<file path="config.mk">
export PLATFORM = sky130hd
export DESIGN_NAME = phy_mgmt_regs
export DESIGN_NICKNAME = d
export VERILOG_FILES = /design/src/rtl/phy_mgmt_pkg.sv /design/src/rtl/phy_mgmt_decode.sv /design/src/rtl/phy_mgmt_store.sv /design/src/rtl/phy_mgmt_rdmux.sv /design/src/rtl/phy_mgmt_regs.sv
export SDC_FILE = /design/constraint.sdc
export NUM_CORES = 1
export LEC_CHECK = 0
export BUFFER_PORTS_ARGS = -buffer_cell sky130_fd_sc_hd__buf_2
export CORE_ASPECT_RATIO = 1.2
export CORE_MARGIN = 3
export CORE_UTILIZATION = 35
export CTS_CLUSTER_SIZE = 12
export DETAILED_ROUTE_END_ITERATION = 6
export SLEW_MARGIN = 10
export SYNTH_ARGS = -nofsm -noshare
export SYNTH_HDL_FRONTEND = slang
export SYNTH_SLANG_ARGS = --single-unit
</file>
<file path="constraint.sdc">
create_clock -name clk -period 1.4 [get_ports clk]
set_input_delay 0.07 -clock clk [delete_from_list [all_inputs] [get_ports clk]]
set_output_delay 0.07 -clock clk [all_outputs]
set_load 0.01 [all_outputs]
</file>
<file path="src/rtl/phy_mgmt_pkg.sv">
package phy_mgmt_pkg;
   localparam int unsigned NUM_REGS   = 6;
   localparam int unsigned IDX_CTRL   = 0;
   localparam int unsigned IDX_STAT   = 1;
   localparam int unsigned IDX_ID1    = 2;
   localparam int unsigned IDX_ID2    = 3;
   localparam int unsigned IDX_ADV    = 4;
   localparam int unsigned IDX_LPA    = 5;

   localparam int unsigned CTRL_RESET_BIT = 15;
   localparam int unsigned STAT_LINK_BIT  = 2;

   // control: full duplex, autoneg enable, 100 Mb/s
   localparam logic [15:0] CTRL_DEFAULT = 16'h3100;
   // status capability bits, link bit excluded
   localparam logic [15:0] STAT_CAPS    = 16'h7848;
   localparam logic [15:0] ADV_DEFAULT  = 16'h01E1;
   localparam logic [15:0] LPA_LINK_UP  = 16'h01E1;
   localparam logic [15:0] LPA_LINK_DN  = 16'h0080;
   localparam logic [15:0] FOREIGN_WORD = 16'hFFFF;
endpackage

</file>
<file path="src/rtl/phy_mgmt_decode.sv">
module phy_mgmt_decode
   import phy_mgmt_pkg::*;
#(
   parameter int unsigned ADDR_W   = 5,
   parameter int unsigned IDX_W    = 5,
   parameter int unsigned PHY_ADDR = 1
) (
   input  logic [ADDR_W-1:0]   phy_addr,
   input  logic [IDX_W-1:0]    reg_idx,
   output logic                addr_hit,
   output logic [NUM_REGS-1:0] reg_sel
);
   if (NUM_REGS > (1 << IDX_W)) begin : g_idx_chk
      $error("IDX_W too narrow for the register set");
   end
   if (PHY_ADDR >= (1 << ADDR_W)) begin : g_addr_chk
      $error("PHY_ADDR does not fit in ADDR_W");
   end

   assign addr_hit = (phy_addr == ADDR_W'(PHY_ADDR));

   for (genvar g = 0; g < NUM_REGS; g++) begin : g_sel
      assign reg_sel[g] = addr_hit && (reg_idx == IDX_W'(g));
   end
endmodule

</file>
<file path="src/rtl/phy_mgmt_store.sv">
module phy_mgmt_store
   import phy_mgmt_pkg::*;
#(
   parameter int unsigned DATA_W = 16
) (
   input  logic                clk,
   input  logic                rst_n,
   input  logic                link_up,
   input  logic                wr_en,
   input  logic [NUM_REGS-1:0] reg_sel,
   input  logic [DATA_W-1:0]   wr_data,
   output logic [DATA_W-1:0]   ctrl_o,
   output logic [DATA_W-1:0]   stat_o,
   output logic [DATA_W-1:0]   adv_o,
   output logic [DATA_W-1:0]   lpa_o
);
   logic              link_q;
   logic [DATA_W-1:0] ctrl_q;
   logic [DATA_W-1:0] adv_q;
   logic              wr_ctrl;
   logic              wr_adv;
   logic              soft_rst;

   assign wr_ctrl  = wr_en && reg_sel[IDX_CTRL];
   assign wr_adv   = wr_en && reg_sel[IDX_ADV];
   assign soft_rst = wr_ctrl && wr_data[CTRL_RESET_BIT];

   always_ff @(posedge clk) begin
      if (!rst_n) begin
         link_q <= 1'b0;
         ctrl_q <= CTRL_DEFAULT;
         adv_q  <= ADV_DEFAULT;
      end else begin
         link_q <= link_up;
         if (soft_rst) begin
            ctrl_q <= CTRL_DEFAULT;
            adv_q  <= ADV_DEFAULT;
         end else if (wr_ctrl) begin
            ctrl_q <= wr_data;
         end else if (wr_adv) begin
            adv_q  <= wr_data;
         end
      end
   end

   // status and link-partner words are derived from the sampled link state,
   // so a soft reset re-applies the link automatically
   always_comb begin
      stat_o = STAT_CAPS;
      stat_o[STAT_LINK_BIT] = link_q;
      lpa_o  = link_q ? LPA_LINK_UP : LPA_LINK_DN;
   end

   assign ctrl_o = ctrl_q;
   assign adv_o  = adv_q;

   AST_CTRL_STORE: assert property (@(posedge clk) disable iff (!rst_n)
      (wr_ctrl && !wr_data[CTRL_RESET_BIT]) |=> (ctrl_o == $past(wr_data)));
   AST_SOFT_RESET: assert property (@(posedge clk) disable iff (!rst_n)
      soft_rst |=> (ctrl_o == CTRL_DEFAULT && adv_o == ADV_DEFAULT));
   AST_LINK_STATUS: assert property (@(posedge clk) disable iff (!rst_n)
      rst_n |=> (stat_o[STAT_LINK_BIT] == $past(link_up)));
   AST_LINK_DOWN_LPA: assert property (@(posedge clk) disable iff (!rst_n)
      !link_up |=> (lpa_o == LPA_LINK_DN));
   AST_ADV_STORE: assert property (@(posedge clk) disable iff (!rst_n)
      wr_adv |=> (adv_o == $past(wr_data)));
endmodule

</file>
<file path="src/rtl/phy_mgmt_rdmux.sv">
module phy_mgmt_rdmux
   import phy_mgmt_pkg::*;
#(
   parameter int unsigned DATA_W     = 16,
   parameter logic [15:0] ID1_VALUE  = 16'h0000,
   parameter logic [15:0] ID2_VALUE  = 16'h8201,
   parameter bit          HOLD_RDATA = 1'b1
) (
   input  logic                clk,
   input  logic                rst_n,
   input  logic                rd_en,
   input  logic                addr_hit,
   input  logic [NUM_REGS-1:0] reg_sel,
   input  logic [DATA_W-1:0]   ctrl_i,
   input  logic [DATA_W-1:0]   stat_i,
   input  logic [DATA_W-1:0]   adv_i,
   input  logic [DATA_W-1:0]   lpa_i,
   output logic [DATA_W-1:0]   rd_data
);
   logic [DATA_W-1:0] rd_next;
   logic [DATA_W-1:0] rd_q;

   always_comb begin
      rd_next = '0;
      if (!addr_hit)                rd_next = FOREIGN_WORD;
      else if (reg_sel[IDX_CTRL])   rd_next = ctrl_i;
      else if (reg_sel[IDX_STAT])   rd_next = stat_i;
      else if (reg_sel[IDX_ID1])    rd_next = ID1_VALUE;
      else if (reg_sel[IDX_ID2])    rd_next = ID2_VALUE;
      else if (reg_sel[IDX_ADV])    rd_next = adv_i;
      else if (reg_sel[IDX_LPA])    rd_next = lpa_i;
   end

   if (HOLD_RDATA) begin : g_hold
      always_ff @(posedge clk) begin
         if (!rst_n)     rd_q <= '0;
         else if (rd_en) rd_q <= rd_next;
      end
      AST_RDATA_HOLD: assert property (@(posedge clk) disable iff (!rst_n)
         !rd_en |=> $stable(rd_data));
   end else begin : g_clear
      always_ff @(posedge clk) begin
         if (!rst_n) rd_q <= '0;
         else        rd_q <= rd_en ? rd_next : '0;
      end
   end

   assign rd_data = rd_q;

   AST_FOREIGN_READ: assert property (@(posedge clk) disable iff (!rst_n)
      (rd_en && !addr_hit) |=> (rd_data == FOREIGN_WORD));
   AST_ID2_READ: assert property (@(posedge clk) disable iff (!rst_n)
      (rd_en && reg_sel[IDX_ID2]) |=> (rd_data == ID2_VALUE));
endmodule

</file>
<file path="src/rtl/phy_mgmt_regs.sv">
module phy_mgmt_regs
   import phy_mgmt_pkg::*;
#(
   parameter int unsigned ADDR_W     = 5,
   parameter int unsigned IDX_W      = 5,
   parameter int unsigned DATA_W     = 16,
   parameter int unsigned PHY_ADDR   = 1,
   parameter logic [15:0] ID1_VALUE  = 16'h0000,
   parameter logic [15:0] ID2_VALUE  = 16'h8201,
   parameter bit          HOLD_RDATA = 1'b1
) (
   input  logic              clk,
   input  logic              rst_n,
   input  logic              link_up,
   input  logic [ADDR_W-1:0] phy_addr,
   input  logic [IDX_W-1:0]  reg_idx,
   input  logic              wr_en,
   input  logic [DATA_W-1:0] wr_data,
   input  logic              rd_en,
   output logic [DATA_W-1:0] rd_data
);
   if (DATA_W != 16) begin : g_width_chk
      $error("management words are 16 bits wide");
   end

   logic                addr_hit;
   logic [NUM_REGS-1:0] reg_sel;
   logic [DATA_W-1:0]   ctrl_w;
   logic [DATA_W-1:0]   stat_w;
   logic [DATA_W-1:0]   adv_w;
   logic [DATA_W-1:0]   lpa_w;

   phy_mgmt_decode #(
      .ADDR_W   (ADDR_W),
      .IDX_W    (IDX_W),
      .PHY_ADDR (PHY_ADDR)
   ) u_decode (
      .phy_addr (phy_addr),
      .reg_idx  (reg_idx),
      .addr_hit (addr_hit),
      .reg_sel  (reg_sel)
   );

   phy_mgmt_store #(
      .DATA_W (DATA_W)
   ) u_store (
      .clk     (clk),
      .rst_n   (rst_n),
      .link_up (link_up),
      .wr_en   (wr_en),
      .reg_sel (reg_sel),
      .wr_data (wr_data),
      .ctrl_o  (ctrl_w),
      .stat_o  (stat_w),
      .adv_o   (adv_w),
      .lpa_o   (lpa_w)
   );

   phy_mgmt_rdmux #(
      .DATA_W     (DATA_W),
      .ID1_VALUE  (ID1_VALUE),
      .ID2_VALUE  (ID2_VALUE),
      .HOLD_RDATA (HOLD_RDATA)
   ) u_rdmux (
      .clk      (clk),
      .rst_n    (rst_n),
      .rd_en    (rd_en),
      .addr_hit (addr_hit),
      .reg_sel  (reg_sel),
      .ctrl_i   (ctrl_w),
      .stat_i   (stat_w),
      .adv_i    (adv_w),
      .lpa_i    (lpa_w),
      .rd_data  (rd_data)
   );
endmodule

</file>
* Yosys cells after proc, flatten, opt, wreduce, memory -nomap -nowiden
Index checks and enable logic that the tools add are counted.
Storage, ports and cells: input bits 31, register bits after elaboration 49, logic and storage cells 32, output and inout port bits 16
Cells by class: multiplexer cells 8, eq/ne operators 6, bitwise gates (word level) 2, reduce and logical (&&, ||, !) cells 12
Operator list (number):
- $mux 16 | 6
- $mux 9 | 2
- $eq 5x1->1 const B | 2
- $eq 5x2->1 const B | 2
- $eq 5x3->1 const B | 2
- $logic_and 1x1->1 | 9
- $logic_not 5->1 | 1
- $not 1->1 | 2
- $reduce_and 2->1 | 1
- $reduce_or 2->1 | 1

* Depth between registers and ports, before layout
word-level depth 9, gate-level depth with buffers 7, gate-level depth less buffers 4

* Cells and area by module
Synthesis repeated with hierarchy kept, for this count alone.
Second synthesis, totals: cell total of the unflattened synthesis 340, area total of the unflattened synthesis 2727.6 sq um
Modules (own cells, without submodules):
- phy_mgmt_store | times used 1, cells each 178, area an instance 1446.4 sq um, sequential area each 660.6 sq um
- phy_mgmt_rdmux | times used 1, cells each 149, area an instance 1194.9 sq um, sequential area each 320.3 sq um
- phy_mgmt_decode | times used 1, cells each 13, area an instance 86.3 sq um, sequential area each 0.0 sq um

* Worst setup path after synthesis
Ideal clock, no wire load.
kind input -> register, from input reg_idx[2], to register u_rdmux.rd_q[7] (netlist: u_rdmux.rd_data[7]), setup time 0.081 ns, stages on the path 5, slack 0.250 ns, data arrival time 1.069 ns, path buffers 1, data required time 1.319 ns, cells stage by stage clkbuf_2 -> or3_1 -> nor3_2 -> nand3_1 -> a41oi_1
Between the ends: word-level cells in the longest chain between the ends 9, elaborated cells between the ends (all ways) 19, those cells by class eq/ne (5); mux (7); reduce/logical (7)
Ends and longest elaborated chain:
- start, declared | RTL line phy_mgmt_regs.sv:16 | input logic [IDX_W-1:0] reg_idx,
- $eq 5x3->1 | RTL line phy_mgmt_decode.sv:23 | assign reg_sel[g] = addr_hit && (reg_idx == IDX_W'(g));
- $logic_and 1x1->1 | RTL line phy_mgmt_decode.sv:23
- $mux 9 | RTL line phy_mgmt_rdmux.sv:31 | else if (reg_sel[IDX_LPA]) rd_next = lpa_i;
- $mux 16 | RTL line phy_mgmt_rdmux.sv:30 | else if (reg_sel[IDX_ADV]) rd_next = adv_i;
- $mux 16 | RTL line phy_mgmt_rdmux.sv:29 | else if (reg_sel[IDX_ID2]) rd_next = ID2_VALUE;
- $mux 16 | RTL line phy_mgmt_rdmux.sv:28 | else if (reg_sel[IDX_ID1]) rd_next = ID1_VALUE;
- $mux 16 | RTL line phy_mgmt_rdmux.sv:27 | else if (reg_sel[IDX_STAT]) rd_next = stat_i;
- $mux 16 * | RTL line phy_mgmt_rdmux.sv:26 | else if (reg_sel[IDX_CTRL]) rd_next = ctrl_i;
- $mux 16 * | RTL line phy_mgmt_rdmux.sv:25 | if (!addr_hit) rd_next = FOREIGN_WORD;
- end signal, assigned | RTL line phy_mgmt_rdmux.sv:37 | else if (rd_en) rd_q <= rd_next;
- end, declared | RTL line phy_mgmt_rdmux.sv:21 | logic [DATA_W-1:0] rd_q;
Every way passes the cells marked *; elsewhere a longest branch is shown, timed or not. A chain may end at the register's enable or synchronous reset.

* Worst setup path after layout
from input phy_addr[2], to register u_store.adv_q[2] (netlist: u_store.adv_o[2])
Between the ends: word-level cells in the longest chain between the ends 5, elaborated cells between the ends (all ways) 9, those cells by class eq/ne (1); bitwise (1); reduce/logical (7)
Ends and longest elaborated chain:
- start, declared | RTL line phy_mgmt_regs.sv:15 | input logic [ADDR_W-1:0] phy_addr,
- $eq 5x1->1 * | RTL line phy_mgmt_decode.sv:20 | assign addr_hit = (phy_addr == ADDR_W'(PHY_ADDR));
- $logic_and 1x1->1 | RTL line phy_mgmt_decode.sv:23
- $logic_and 1x1->1 | RTL line phy_mgmt_store.sv:24 | assign wr_ctrl = wr_en && reg_sel[IDX_CTRL];
- $logic_and 1x1->1 / $not 1->1 (equally long branches)
- $reduce_or 2->1 (no source line) / $reduce_and 2->1 (equally long branches)
- end signal, assigned | RTL line phy_mgmt_store.sv:41 | adv_q <= wr_data;
- end, declared | RTL line phy_mgmt_store.sv:19 | logic [DATA_W-1:0] adv_q;
Marks and branches as above.

==> impl_metrics.tcl <==
set metrics [dict create \
    synth_flop_cell "dfxtp_1" \
    nFillCells 579 \
    drt_iter0_drc 119 \
    finalCriticalPeriod_ns 1.11 \
    worstPathMaxFanout 12 \
    syn_nets 259 \
    drv_slew 0 \
    cts_setup_buffers 0 \
    grt_use_total_pct 15.9 \
    worstSetupPathType "in2reg" \
    die-width_microns 76.2 \
    gp_congestion 0.858 \
    nets 327 \
    synth_cell_type_count 34 \
    dp_hpwl_microns 3860 \
    grt_pass1_wl_microns 8850 \
    hold_class "in2reg" \
    numCtsBuffers 5 \
    antenna_found_initial 0 \
    leakagePower_uw 0.00117 \
    synth_area_sq_um 2070 \
    worstPathArrival_ns 1.31 \
    cts_tree "done" \
    cp.required_ns 1.60 \
    fmax_ghz 0.903 \
    outcome "finished clean" \
    placed_cell_area_sq_um 2480 \
    via_per_inst 5.03 \
    synth-edff-count 0 \
    rsz0062_at_grt "false" \
    syn-mean-instance-area_sq_um 9.09 \
    ys.warnings.count 0 \
    coreArea_sq_um 5710 \
    postCtsHoldBufs 14 \
    synth_async_sr_flop_share_pct 0 \
    wl_microns 5220 \
    p_per_area_nw_per_um2 946 \
    worstMarginPinSlew_ns 0.438 \
    peakVddDrop_uv 399 \
    cts_buffer_depth 2 \
    final_layout_size_suffix_gt1_share_pct 28.6 \
    cts-root-buf "clkbuf_8" \
    setup_tns_ns 0 \
    fin_worst_skew_ns 0.00387 \
    first_global_vias 1799 \
    start_kind "input pin" \
    clkLatencyLatePin_ns 0.30 \
    vias 1896 \
    grt_overflow 0 \
    first_pass_iters 4 \
    cts.clk_slew.worst_paths_ns 0.09 \
    die_h_microns 90.3 \
    htreeDepth 2 \
    syn_inst 228 \
    p_total_uw 2570 \
    maxSlewHeadroom_pct 70.8 \
    initial_core_util_pct 36.3 \
    fin_area_sq_um 2710 \
    drc 0 \
    wl_per_cell_microns 13.8 \
    io_buffers 46 \
    grt_max_degree 32 \
    cts_num_sinks 49 \
    cp-end-kind "flop" \
    drv_cap 0 \
    hold_slack_ns 0.0269 \
    synth-seq-area-share_pct 47.3 \
    ys_ff_latch 49 \
    period_share_pct 79.1 \
    area_growth_pct 30.9 \
    rows 30 \
    diodes 0 \
    setup-violations-final 0 \
    io_pins 47 \
    die_area_sq_um 6880 \
    hold_viol_final 0 \
    antenna_left 0 \
    postCtsResizedCells 0 \
]
[metrics by stage]
step,std cells,util [%],setup slack [ns]
finish,377,47.5,0.292
global route,377,47.5,0.160
detailed placement,355,43.5,-0.0239
global placement,355,43.5,0.0381
floorplan,228,-,0.250
CTS,377,47.5,0.312
[layout by cell type (no fill, tap or decap), types with 5 or more instances in the layout]
cell | Yosys | final
o21ai_0 | 24 | 24
dfxtp_1 | 49 | 49
a22o_1 | 11 | 11
dlygate4sd3_1 | 0 | 14
buf_4 | 1 | 16
nand4b_1 | 12 | 12
clkbuf_8 | 0 | 5
nand2_1 | 24 | 24
a21oi_1 | 21 | 21
nand3_1 | 22 | 22
nor2_1 | 7 | 7
mux2_2 | 7 | 7
buf_2 | 3 | 46
[final cells by class]
| cell class | count | area [sq um] | share of cell area [%] |
|---|---|---|---|
| Multi-Input combinational cell | 160 | 1000 | 37.0 |
| Sequential cell | 49 | 981 | 36.2 |
| Timing Repair Buffer | 78 | 531 | 19.6 |
| Tap cell | 80 | 100 | 3.69 |
| Clock buffer | 5 | 68.8 | 2.54 |
| Clock inverter | 3 | 21.3 | 0.784 |
| Inverter | 2 | 7.51 | 0.277 |
[registers in the layout (all words and copies together), names as in the netlist]
signal and count:
u_rdmux.rd_data 16, u_store.adv_o 16, u_store.ctrl_o 16, u_store.link_q 1
[cell usage after synthesis, types with 2 or more instances]
cell type  instances  area, sq um
o21ai_1            3         15.0
o21ai_0           24          120
nor3_2             2         20.0
a22o_1            11         96.3
mux2_2             7         78.8
buf_1              2         7.51
mux2i_1            3         30.0
nand4b_1          12          105
nor3_1             3         15.0
and2_1             3         18.8
and3_1             3         18.8
a21oi_1           21          105
dfxtp_1           49          981
clkbuf_1           9         33.8
buf_2              3         15.0
o22a_1             3         26.3
a2bb2oi_1          2         17.5
inv_1              2         7.51
nand3_1           22          110
nand2_1           24         90.1
nor2_1             7         26.3
[layer usage]
layer	up-vias	GRT usage, %	part of all wire [%]
li1	969	-	-
met1	879	20.7	49
met3	4	3.59	4.2
met5	-	0	0
met2	44	25.5	45
met4	0	6.34	1.4
[kinds of logic after synthesis]
kind of cell           synth area share (%)
buffers and inverters                  4.23
AO/OA/AOI/OAI                          19.1
multiplexers                           5.25
AND/OR/NAND/NOR                        24.0
flip-flops                             47.3
[worst max-delay path, stage by stage]
cell and delay (ns):
buf_2 0.10, nor3b_2 0.35, nand2_1 0.14, o21a_1 0.36
a22o_1 0.29
[worst paths after layout]
kind / endpoint / depth (start not counted) / start / slack, ns
worst max-delay path: u_store.adv_o[2] / 5 / phy_addr[2] / 0.29
worst min-delay path: u_store.adv_o[5] / 2 / wr_data[5] / 0.03
worst max register to register: u_rdmux.rd_data[2] / 4 / u_store.adv_o[2] / 0.43
worst min register to register: u_store.ctrl_o[6] / 2 / u_store.ctrl_o[6] / 0.45
[where the power goes]
group          leakage (uW)  internal (uW)  switching [uW]
combinational      0.000726            140             153
clock             0.0000445            355             473
sequential         0.000400           1430            15.6
total               0.00117           1920             642
No activity file was read; power rests on OpenSTA's default activity.
